File: config.mk
export PLATFORM = sky130hd
export DESIGN_NAME = cfg_port_master
export DESIGN_NICKNAME = d
export VERILOG_FILES = /design/src/rtl/cfg_port_pkg.sv /design/src/rtl/cfg_tick_cnt.sv /design/src/rtl/cfg_out_dec.sv /design/src/rtl/cfg_port_master.sv
export SDC_FILE = /design/constraint.sdc
export NUM_CORES = 1
export LEC_CHECK = 0
export CAP_MARGIN = 20
export CORE_MARGIN = 4
export CORE_UTILIZATION = 57
export DETAILED_ROUTE_END_ITERATION = 8
export MAX_ROUTING_LAYER = met4
export PLACE_DENSITY = 0.81
export SYNTH_ARGS = -nofsm -noshare
export SYNTH_HDL_FRONTEND = slang
export SYNTH_SLANG_ARGS = --single-unit
File: constraint.sdc
create_clock -name clk_i -period 4.05 [get_ports clk_i]
set_input_delay 0.81 -clock clk_i [delete_from_list [all_inputs] [get_ports clk_i]]
set_output_delay 0.81 -clock clk_i [all_outputs]
set_load 0.1 [all_outputs]
File: src/rtl/cfg_port_pkg.sv
package cfg_port_pkg;

  typedef enum logic [3:0] {
    ST_IDLE, ST_W_INIT, ST_W_REL, ST_SETTLE, ST_LOAD,
    ST_CLK_LO, ST_CLK_HI, ST_W_BUSY, ST_POST_CHK, ST_RB_NEXT
  } cfg_st_e;

  // what a finished clock pulse returns to
  typedef enum logic [1:0] {
    PH_LOAD, PH_POST, PH_RB, PH_RBEND
  } cfg_ph_e;

  function automatic int max4(int a, int b, int c, int d);
    int m;
    m = a;
    if (b > m) m = b;
    if (c > m) m = c;
    if (d > m) m = d;
    return m;
  endfunction

endpackage

File: src/rtl/cfg_tick_cnt.sv
module cfg_tick_cnt #(
  parameter int W = 8
) (
  input  logic         clk_i,
  input  logic         rst_ni,
  input  logic         clr_i,
  input  logic [W-1:0] lim_i,
  output logic         hit_o
);
  logic [W-1:0] cnt_q;

  assign hit_o = (cnt_q >= lim_i);

  always_ff @(posedge clk_i or negedge rst_ni) begin
    if (!rst_ni)     cnt_q <= '0;
    else if (clr_i)  cnt_q <= '0;
    else if (!hit_o) cnt_q <= cnt_q + 1'b1;
  end
endmodule

File: src/rtl/cfg_out_dec.sv
module cfg_out_dec
  import cfg_port_pkg::*;
(
  input  cfg_st_e st_i,
  input  cfg_ph_e ph_i,
  output logic    prog_o,
  output logic    cclk_o,
  output logic    cs_o,
  output logic    wr_o
);
  logic in_load, in_rb;

  always_comb begin
    in_load = (ph_i == PH_LOAD) &&
              (st_i inside {ST_SETTLE, ST_LOAD, ST_CLK_LO, ST_CLK_HI, ST_W_BUSY});
    in_rb   = (ph_i == PH_RB) && (st_i inside {ST_RB_NEXT, ST_CLK_LO, ST_CLK_HI});
  end

  assign prog_o = (st_i == ST_W_INIT);
  assign cclk_o = (st_i != ST_CLK_LO);
  assign cs_o   = in_load || in_rb;
  assign wr_o   = in_load;
endmodule

File: src/rtl/cfg_port_master.sv
module cfg_port_master
  import cfg_port_pkg::*;
#(
  parameter int LEN_W       = 24,
  parameter int HALF_CYC    = 2,
  parameter int INIT_TO     = 50_000_000,
  parameter int BUSY_TO     = 500_000,
  parameter int CFG_TO      = 20_000_000,
  parameter int SETTLE_CYC  = 1_000_000,
  parameter int DONE_CHECKS = 8,
  parameter bit BUSY_CHECK  = 1'b1
) (
  input  logic             clk_i,
  input  logic             rst_ni,
  input  logic             start_i,
  input  logic             read_i,
  input  logic [LEN_W-1:0] len_i,
  input  logic             in_valid_i,
  input  logic [7:0]       in_data_i,
  output logic             in_ready_o,
  output logic             rd_valid_o,
  output logic [7:0]       rd_data_o,
  output logic             ok_o,
  output logic             fail_o,
  output logic             abort_o,
  output logic             prog_o,
  output logic             cclk_o,
  output logic             cs_o,
  output logic             wr_o,
  output logic [7:0]       d_o,
  input  logic [7:0]       d_i,
  input  logic             init_i,
  input  logic             done_i,
  input  logic             busy_i
);
  localparam int TMAX = max4(INIT_TO, BUSY_TO, CFG_TO, SETTLE_CYC);
  localparam int TW   = $clog2(TMAX + 2);
  localparam int HW   = $clog2(HALF_CYC + 1) + 1;
  localparam int SW   = $clog2(DONE_CHECKS + 2);

  cfg_st_e st_q, st_d;
  cfg_ph_e ph_q, ph_d;

  logic [LEN_W-1:0] cnt_q, len_q;
  logic [SW-1:0]    streak_q;
  logic [7:0]       d_q, rd_q;
  logic             rdv_q, ok_q, fail_q, abort_q;

  logic tmr_clr, tmr_hit, half_clr, half_hit;
  logic [TW-1:0] tmr_lim;
  logic take, fail_ev, ok_ev, rb_smp, ff_load, streak_inc, streak_clr, begin_ev;
  logic bw_en, good_chk;

  generate
    if (BUSY_CHECK) begin : g_busy_wait
      assign bw_en = 1'b1;
    end else begin : g_no_busy_wait
      assign bw_en = 1'b0;
    end
  endgenerate

  always_comb begin
    unique case (st_q)
      ST_W_INIT, ST_W_REL: tmr_lim = TW'(INIT_TO);
      ST_SETTLE:           tmr_lim = TW'(SETTLE_CYC - 1);
      ST_W_BUSY:           tmr_lim = TW'(BUSY_TO);
      default:             tmr_lim = TW'(CFG_TO);
    endcase
  end

  cfg_tick_cnt #(.W(TW)) u_phase_tmr (
    .clk_i, .rst_ni, .clr_i(tmr_clr), .lim_i(tmr_lim), .hit_o(tmr_hit)
  );

  cfg_tick_cnt #(.W(HW)) u_half_tmr (
    .clk_i, .rst_ni, .clr_i(half_clr), .lim_i(HW'(HALF_CYC - 1)), .hit_o(half_hit)
  );

  cfg_out_dec u_out_dec (
    .st_i(st_q), .ph_i(ph_q), .prog_o, .cclk_o, .cs_o, .wr_o
  );

  assign good_chk = done_i && !init_i;

  always_comb begin
    st_d = st_q;  ph_d = ph_q;
    tmr_clr = 1'b0;  half_clr = 1'b0;  take = 1'b0;  fail_ev = 1'b0;
    ok_ev = 1'b0;  rb_smp = 1'b0;  ff_load = 1'b0;  begin_ev = 1'b0;
    streak_inc = 1'b0;  streak_clr = 1'b0;  in_ready_o = 1'b0;
    unique case (st_q)
      ST_IDLE: if (start_i) begin
        begin_ev = 1'b1;
        tmr_clr  = 1'b1;
        if (read_i) begin ph_d = PH_RB;   st_d = ST_RB_NEXT; end
        else        begin ph_d = PH_LOAD; st_d = ST_W_INIT;  end
      end
      ST_W_INIT:
        if (init_i)       begin st_d = ST_W_REL; tmr_clr = 1'b1; end
        else if (tmr_hit) fail_ev = 1'b1;
      ST_W_REL:
        if (!(init_i && busy_i)) begin st_d = ST_SETTLE; tmr_clr = 1'b1; end
        else if (tmr_hit)        fail_ev = 1'b1;
      ST_SETTLE: if (tmr_hit) st_d = ST_LOAD;
      ST_LOAD:
        if ((cnt_q == len_q) || done_i) begin
          st_d = ST_POST_CHK; ph_d = PH_POST; tmr_clr = 1'b1; streak_clr = 1'b1;
        end else if (init_i) begin
          fail_ev = 1'b1;
        end else begin
          in_ready_o = 1'b1;
          if (in_valid_i) begin take = 1'b1; st_d = ST_CLK_LO; half_clr = 1'b1; end
        end
      ST_CLK_LO: if (half_hit) begin st_d = ST_CLK_HI; half_clr = 1'b1; end
      ST_CLK_HI: if (half_hit) begin
        unique case (ph_q)
          PH_LOAD: if (bw_en) begin st_d = ST_W_BUSY; tmr_clr = 1'b1; end
                   else       st_d = ST_LOAD;
          PH_POST: st_d = ST_POST_CHK;
          PH_RB:   begin rb_smp = 1'b1; st_d = ST_RB_NEXT; end
          default: begin ok_ev = 1'b1; st_d = ST_IDLE; end
        endcase
      end
      ST_W_BUSY:
        if (!busy_i)      st_d = ST_LOAD;
        else if (tmr_hit) fail_ev = 1'b1;
      ST_POST_CHK:
        if (good_chk && (streak_q == SW'(DONE_CHECKS))) begin
          ok_ev = 1'b1; st_d = ST_IDLE;
        end else begin
          if (good_chk) streak_inc = 1'b1;
          else          streak_clr = 1'b1;
          if (tmr_hit) fail_ev = 1'b1;
          else begin ff_load = 1'b1; st_d = ST_CLK_LO; half_clr = 1'b1; end
        end
      ST_RB_NEXT: begin
        st_d = ST_CLK_LO; half_clr = 1'b1;
        if (cnt_q == len_q) ph_d = PH_RBEND;
      end
      default: st_d = ST_IDLE;
    endcase
    if (fail_ev) st_d = ST_IDLE;
  end

  always_ff @(posedge clk_i or negedge rst_ni) begin
    if (!rst_ni) begin
      st_q <= ST_IDLE;  ph_q <= PH_LOAD;
      cnt_q <= '0;  len_q <= '0;  streak_q <= '0;
      d_q <= 8'hFF;  rd_q <= '0;  rdv_q <= 1'b0;
      ok_q <= 1'b0;  fail_q <= 1'b0;  abort_q <= 1'b0;
    end else begin
      st_q    <= st_d;
      ph_q    <= ph_d;
      rdv_q   <= rb_smp;
      abort_q <= fail_ev;
      if (begin_ev) begin
        len_q <= len_i; cnt_q <= '0; ok_q <= 1'b0; fail_q <= 1'b0;
      end else if (take || rb_smp) begin
        cnt_q <= cnt_q + 1'b1;
      end
      if (streak_clr)      streak_q <= '0;
      else if (streak_inc) streak_q <= streak_q + 1'b1;
      if (take)         d_q <= in_data_i;
      else if (ff_load) d_q <= 8'hFF;
      if (rb_smp) rd_q <= d_i;
      if (ok_ev)   ok_q   <= 1'b1;
      if (fail_ev) fail_q <= 1'b1;
    end
  end

  assign d_o        = d_q;
  assign rd_data_o  = rd_q;
  assign rd_valid_o = rdv_q;
  assign ok_o       = ok_q;
  assign fail_o     = fail_q;
  assign abort_o    = abort_q;

  p_abort_fail_r3: assert property (@(posedge clk_i) disable iff (!rst_ni)
    abort_o |-> fail_o);
  p_abort_idle_r3: assert property (@(posedge clk_i) disable iff (!rst_ni)
    abort_o |-> (!prog_o && !cs_o && !wr_o));
  p_data_hold_r5: assert property (@(posedge clk_i) disable iff (!rst_ni)
    (!cclk_o && $past(!cclk_o)) |-> $stable(d_o));
  p_ready_ctrl_r13: assert property (@(posedge clk_i) disable iff (!rst_ni)
    in_ready_o |-> (cs_o && wr_o && !prog_o));
  p_flag_excl_r12: assert property (@(posedge clk_i) disable iff (!rst_ni)
    !(ok_o && fail_o));
  p_rd_dir_r11: assert property (@(posedge clk_i) disable iff (!rst_ni)
    rd_valid_o |-> (cs_o && !wr_o));
  p_busy_gate_r6: assert property (@(posedge clk_i) disable iff (!rst_ni)
    (st_q == ST_W_BUSY && busy_i) |=> !in_ready_o);
endmodule

Yosys cells after proc, flatten, opt, wreduce, memory -nomap -nowiden
Cells that the tools add are included.
- output and inout bits: 25
- register bits after elaboration: 107
- $add $sub $neg: 4
- magnitude comparators: 2
- reductions and logical operators: 23
- multiplexer cells: 75
- equal/unequal tests: 29
- operators with widths (operator ; count):
    $pmux W26 S3 ; 1
    $mux W4 ; 16
    $mux W26 ; 2
    $mux W24 ; 2
    $pmux W4 S10 ; 1
    $mux W1 ; 38
    $add A26 B1 Y26 const B ; 1
    $ge A26 B26 Y1 ; 1
    $add A24 B1 Y24 const B ; 1
    $eq A24 B24 Y1 ; 1
    $ne A3 B3 Y1 const B ; 6
    $eq A4 B3 Y1 const B ; 4
    $mux W8 ; 2
    $eq A4 B4 Y1 const B ; 3
    $ne A4 B4 Y1 const B ; 3
    $pmux W4 S3 ; 1
    $ne A2 B2 Y1 const B ; 5
    $pmux W1 S5 ; 2
    $reduce_and A10 Y1 ; 1
    $reduce_bool A2 Y1 ; 5
    $eq A4 B2 Y1 const B ; 2
    $mux W2 ; 4
    $mux W3 ; 2
    $pmux W2 S3 ; 1
    20 further kinds ; 28

Logic depth before layout (Yosys ltp)
- word-level depth: 9
- gate-level depth with buffers: 18
- mapped depth without buffers: 14

Hierarchy
Synthesis repeated with hierarchy kept, for this count alone.
- cell total of the unflattened synthesis: 788
- area total of the unflattened synthesis: 6762.7 µm²
- modules (own cells, without submodules) (module ; area each (µm²) ; cells each ; seq. area each (µm²) ; times used):
    cfg_port_master ; 4315.4 ; 499 ; 1961.9 ; 1
    cfg_tick_cnt at u_phase_tmr ; 2152.1 ; 254 ; 650.6 ; 1
    cfg_tick_cnt at u_half_tmr ; 217.7 ; 21 ; 75.1 ; 1
    cfg_out_dec ; 77.6 ; 14 ; 0.0 ; 1

Worst setup path before layout
Ideal clock, no wire load.
- path kind: input -> output
- from: input port done_i
- to: output port in_ready_o
- required time: 3240 ps
- path buffers: 0
- stages: 1
- data arrival time: 3769 ps
- slack: -529 ps
- path through: nor4_1
- cells in the longest elaborated chain, start to end: 3
- RTL lines (what ; line ; source):
    start: declaration ; cfg_port_master.sv:33 ; input logic done_i,
    $logic_or A1 B1 Y1 ; cfg_port_master.sv:105 ; if ((cnt_q == len_q) || done_i) begin
    $mux W1 ; cfg_port_master.sv:105 ;
    $mux W1 ; cfg_port_master.sv:90 ; unique case (st_q)
    end: declaration ; cfg_port_master.sv:20 ; output logic in_ready_o,
Every way passes these cells.

Worst setup path in the final report
- from: register st_q[2]
- to: register u_phase_tmr.cnt_q[14]
- cells in the longest elaborated chain, start to end: 5
- elaborated cells on any way between the ends: 13
- RTL lines (what ; line ; source):
    start: declaration ; cfg_port_master.sv:41 ; cfg_st_e st_q, st_d;
    start signal: assignment ; cfg_port_master.sv:151 ; st_q <= st_d;
    $eq A4 B1 Y1 / $eq A4 B2 Y1 (equally long branches) ; cfg_port_master.sv:63, cfg_port_master.sv:90 ;
    $reduce_or A2 Y1 ; cfg_port_master.sv:63 ; unique case (st_q)
    $pmux W26 S3 ; cfg_port_master.sv:63 ;
    $ge A26 B26 Y1 ; cfg_tick_cnt.sv:12 ; assign hit_o = (cnt_q >= lim_i);
    $ne A2 B2 Y1 (no line) ; n/a ;
    end signal: assignment ; cfg_tick_cnt.sv:17 ; else if (!hit_o) cnt_q <= cnt_q + 1'b1;
    end: declaration ; cfg_tick_cnt.sv:10 ; logic [W-1:0] cnt_q;
Several ways; a longest one is shown, not always the timed one.
A chain may end at the register's enable or synchronous reset.

==> metrics <==
switch share=0.491; Antenna Cells=0; critical path arrival=3980 ps; Seq cells post-synth=~110; initial DRC count=338; multiplexer share of the synthesized area=0.0180; count of final hold-check violations=0; routed length per placed instance=16.6 um; vias per cell=roughly 6; Synth area leader=dfrtp_1; Nets=between 800 and 900; leakage power figure=3.23 nW; Yosys cell types=56; FFs w/ async S/R, synth=1.00; main combinational cell family by area after synthesis=simple AND/OR/NAND/NOR gates; Synthesized Nets=around 770; Max Buffers Root-to-Sink=2; die area=12500 um2; H-Tree Depth=3; Setup Viol. Count Final=0; CP startpoint kind=flip-flop; Die Ht=around 110 um; first-pass GRT wire length=~26000 um; First-pass DRT Iterations=5; IO Pins=73; main area contributors after synthesis=dfrtp_1 40%, nand2_1 7.7%, ha_1 7.0%; fraction of layout cells with a size suffix above 1=0.0858; Post-Synth XOR/XNOR Area=0.0873; Clock power frac=0.135; initial antenna violation count=0; RR Startpoint=st_q[2]; GRT Total Usage=0.258; share of the synthesized area in the top cell type=0.405; DR DRC count=0; total chip power=approximately 4.7 mW; PD cells=about 660 nW/um2; Clock Sinks=~110; min setup slack post-route=between 300 and 400 ps; GP Congestion=~0.9; P_sw=2.33 mW; CTS clk-pin slew, worst paths=about 100 ps; CP startpoint=st_q[2]; WP data required=4340 ps; Routed Antenna Nets=0; floorplan row count=37; compound-cell area share of the yosys netlist=0.127; R2R Setup Slk=360 ps; Worst Path Max Fanout=11; Final HPWL DP=between 10000 and 15000 um; MaxCap Viol Count=0; via count=roughly 5300; Max Slew Vio Count=0; sequential area share after synthesis=0.439; r2r worst-path depth=14; post-CTS setup buffer count=0; post-route minimum period=between 3000 and 4000 ps; main flop type after synthesis=dfrtp_1; Post-synth EDFFs=0; Worst Max-Slew Pin Slew=about 1000 ps; port bufs=approximately 70; skew final=about 9 ps; worst hold margin=slightly below 500 ps; setup TNS=0 ps; RSZ-0062 raised after global routing=no; vias in the first global route=5371; Overflow after GRT=0; Post-Synth Simple-Gate Area=0.223; worst min path class=input port to asynchronous set/reset pin; Reg power frac=0.346; largest net degree at the start of global routing=60; critical path type=flip-flop to flip-flop; Syn. warnings=0; outcome=finished clean; starting density of the core=0.590; CTS tree=built; Fillers=~830; Place WS=408 ps; CTS Buf Count=9; Crit. End Element=flip-flop; Clock Latency Late Sink=roughly 380 ps; die width=112 um; Gate power share=0.519; CTS resizes=0; P&R area growth vs syn=18.0%; Syn Area/Cell=about 9 um2; routed wire length=around 15000 um; Tcrit/Tclk final=0.911; Core ar.=between 10000 and 15000 um2; Cells after Synth=683; crit path to=u_phase_tmr.cnt_q[14]; Hold Buf Count CTS=0; VDD IR-drop max=roughly 670 uV; synthesized cell area=a little over 6000 um2; CTS root buffer=clkbuf_8; most instantiated cells after synthesis=126 x nand2_1, 99 x dfrtp_1, 65 x nor2_1, 36 x a21oi_1, 36 x xnor2_1; reg2reg end=u_phase_tmr.cnt_q[14]; FMAX=about 0.27 GHz; Int Pwr=between 2 and 2.5 mW; most common cell in the netlist=nand2_1; Synth Area in Adders=0.0695; Max-Slew Margin vs Limit=0.333
==> per-stage QoR <==
step                std cells   util  area (um2)
finish                    894  0.696        7220
global route              894  0.696        7220
CTS                       894  0.696        7220
detailed placement        878  0.677        7020
global placement          878  0.677        7020
floorplan                 683      -        6120
==> critical path: stages, from the launching register on <==
cell,delay (ps)
dfrtp_1,510
inv_1,210
nand2_1,190
a21oi_1,220
inv_1,160
nand2_1,170
inv_1,60
ha_1,300
a21oi_1,120
o21ai_0,90
a22oi_1,220
nand3b_1,130
or3_1,520
or4_1,540
a21oi_1,150
==> cells by family (layout without fill, tap and decap cells) <==
group                    count (synthesis)  count (layout)
adder cells (fa/ha/maj)                 34              34
AND/OR/NAND/NOR                        298             298
flip-flops                             107             107
AO/OA/AOI/OAI                          117             117
XOR/XNOR                                61              61
buffers and inverters                   56             131
multiplexers                            10              10
==> placed cells by master (no fill, tap or decap), types with 5 or more instances in the layout <==
master / n
clkdlybuf4s50_1: 66
nand3_1: 21
buf_4: 21
inv_1: 27
or2_2: 5
a2111oi_0: 5
xor2_1: 25
mux2_2: 8
nor2_1: 65
nand2_1: 126
or3_1: 6
clkbuf_8: 10
a211oi_1: 11
nor3_1: 15
o21ai_0: 20
dfstp_2: 8
nor4_1: 17
dfrtp_1: 99
ha_1: 34
nand4_1: 12
xnor2_1: 36
o22a_1: 9
a21oi_1: 36
nand2b_1: 7
and3_1: 6
==> per-layer routing <==
layer / up-vias / GRT usage / wire length (um)
met4: 0 / 0.0527 / 207
met2: 203 / 0.419 / 7140
met1: 2540 / 0.341 / 6510
met5: - / - / 0
li1: 2515 / - / -
met3: 20 / 0.0489 / 990
==> worst min path at each step <==
| stage | to | slack (ps) | depth (start not counted) |
|---|---|---|---|
| finish | streak_q[2] | 490 | 1 |
| global route | len_q[17] | 530 | 2 |
| CTS | streak_q[3] | 510 | 1 |
| detailed placement | len_q[8] | 490 | 2 |
| global placement | len_q[17] | 480 | 2 |
| floorplan | len_q[0] | 470 | 2 |
==> final cells by class <==
cell class	instances	area, um2	area share
well taps	136	170	0.0236
multi-input cells	520	3230	0.447
flip-flops and latches	107	2690	0.372
clock buffers	10	138	0.0191
repair buffers	88	838	0.116
clock inverters	6	56.3	0.00780
inverters	27	101	0.0140
==> power by group through the flow <==
stage | Clock (mW) | Combinational (mW) | Sequential, mW
finish | 0.638 | 2.46 | 1.64
global route | 0.709 | 2.68 | 1.69
CTS | 0.664 | 2.47 | 1.63
detailed placement | 0 | 2.46 | 1.65
global placement | 0 | 2.41 | 1.64
floorplan | 0 | 1.23 | 2.20
==> sequential cells by signal, indices dropped and copies added, names as in the netlist, 3 cells and up <==
register,cells
u_phase_tmr.cnt_q,26
cnt_q,24
len_q,24
d_o,8
rd_data_o,8
st_q,4
streak_q,4
u_half_tmr.cnt_q,3
Power figures use the tool's default switching activity.
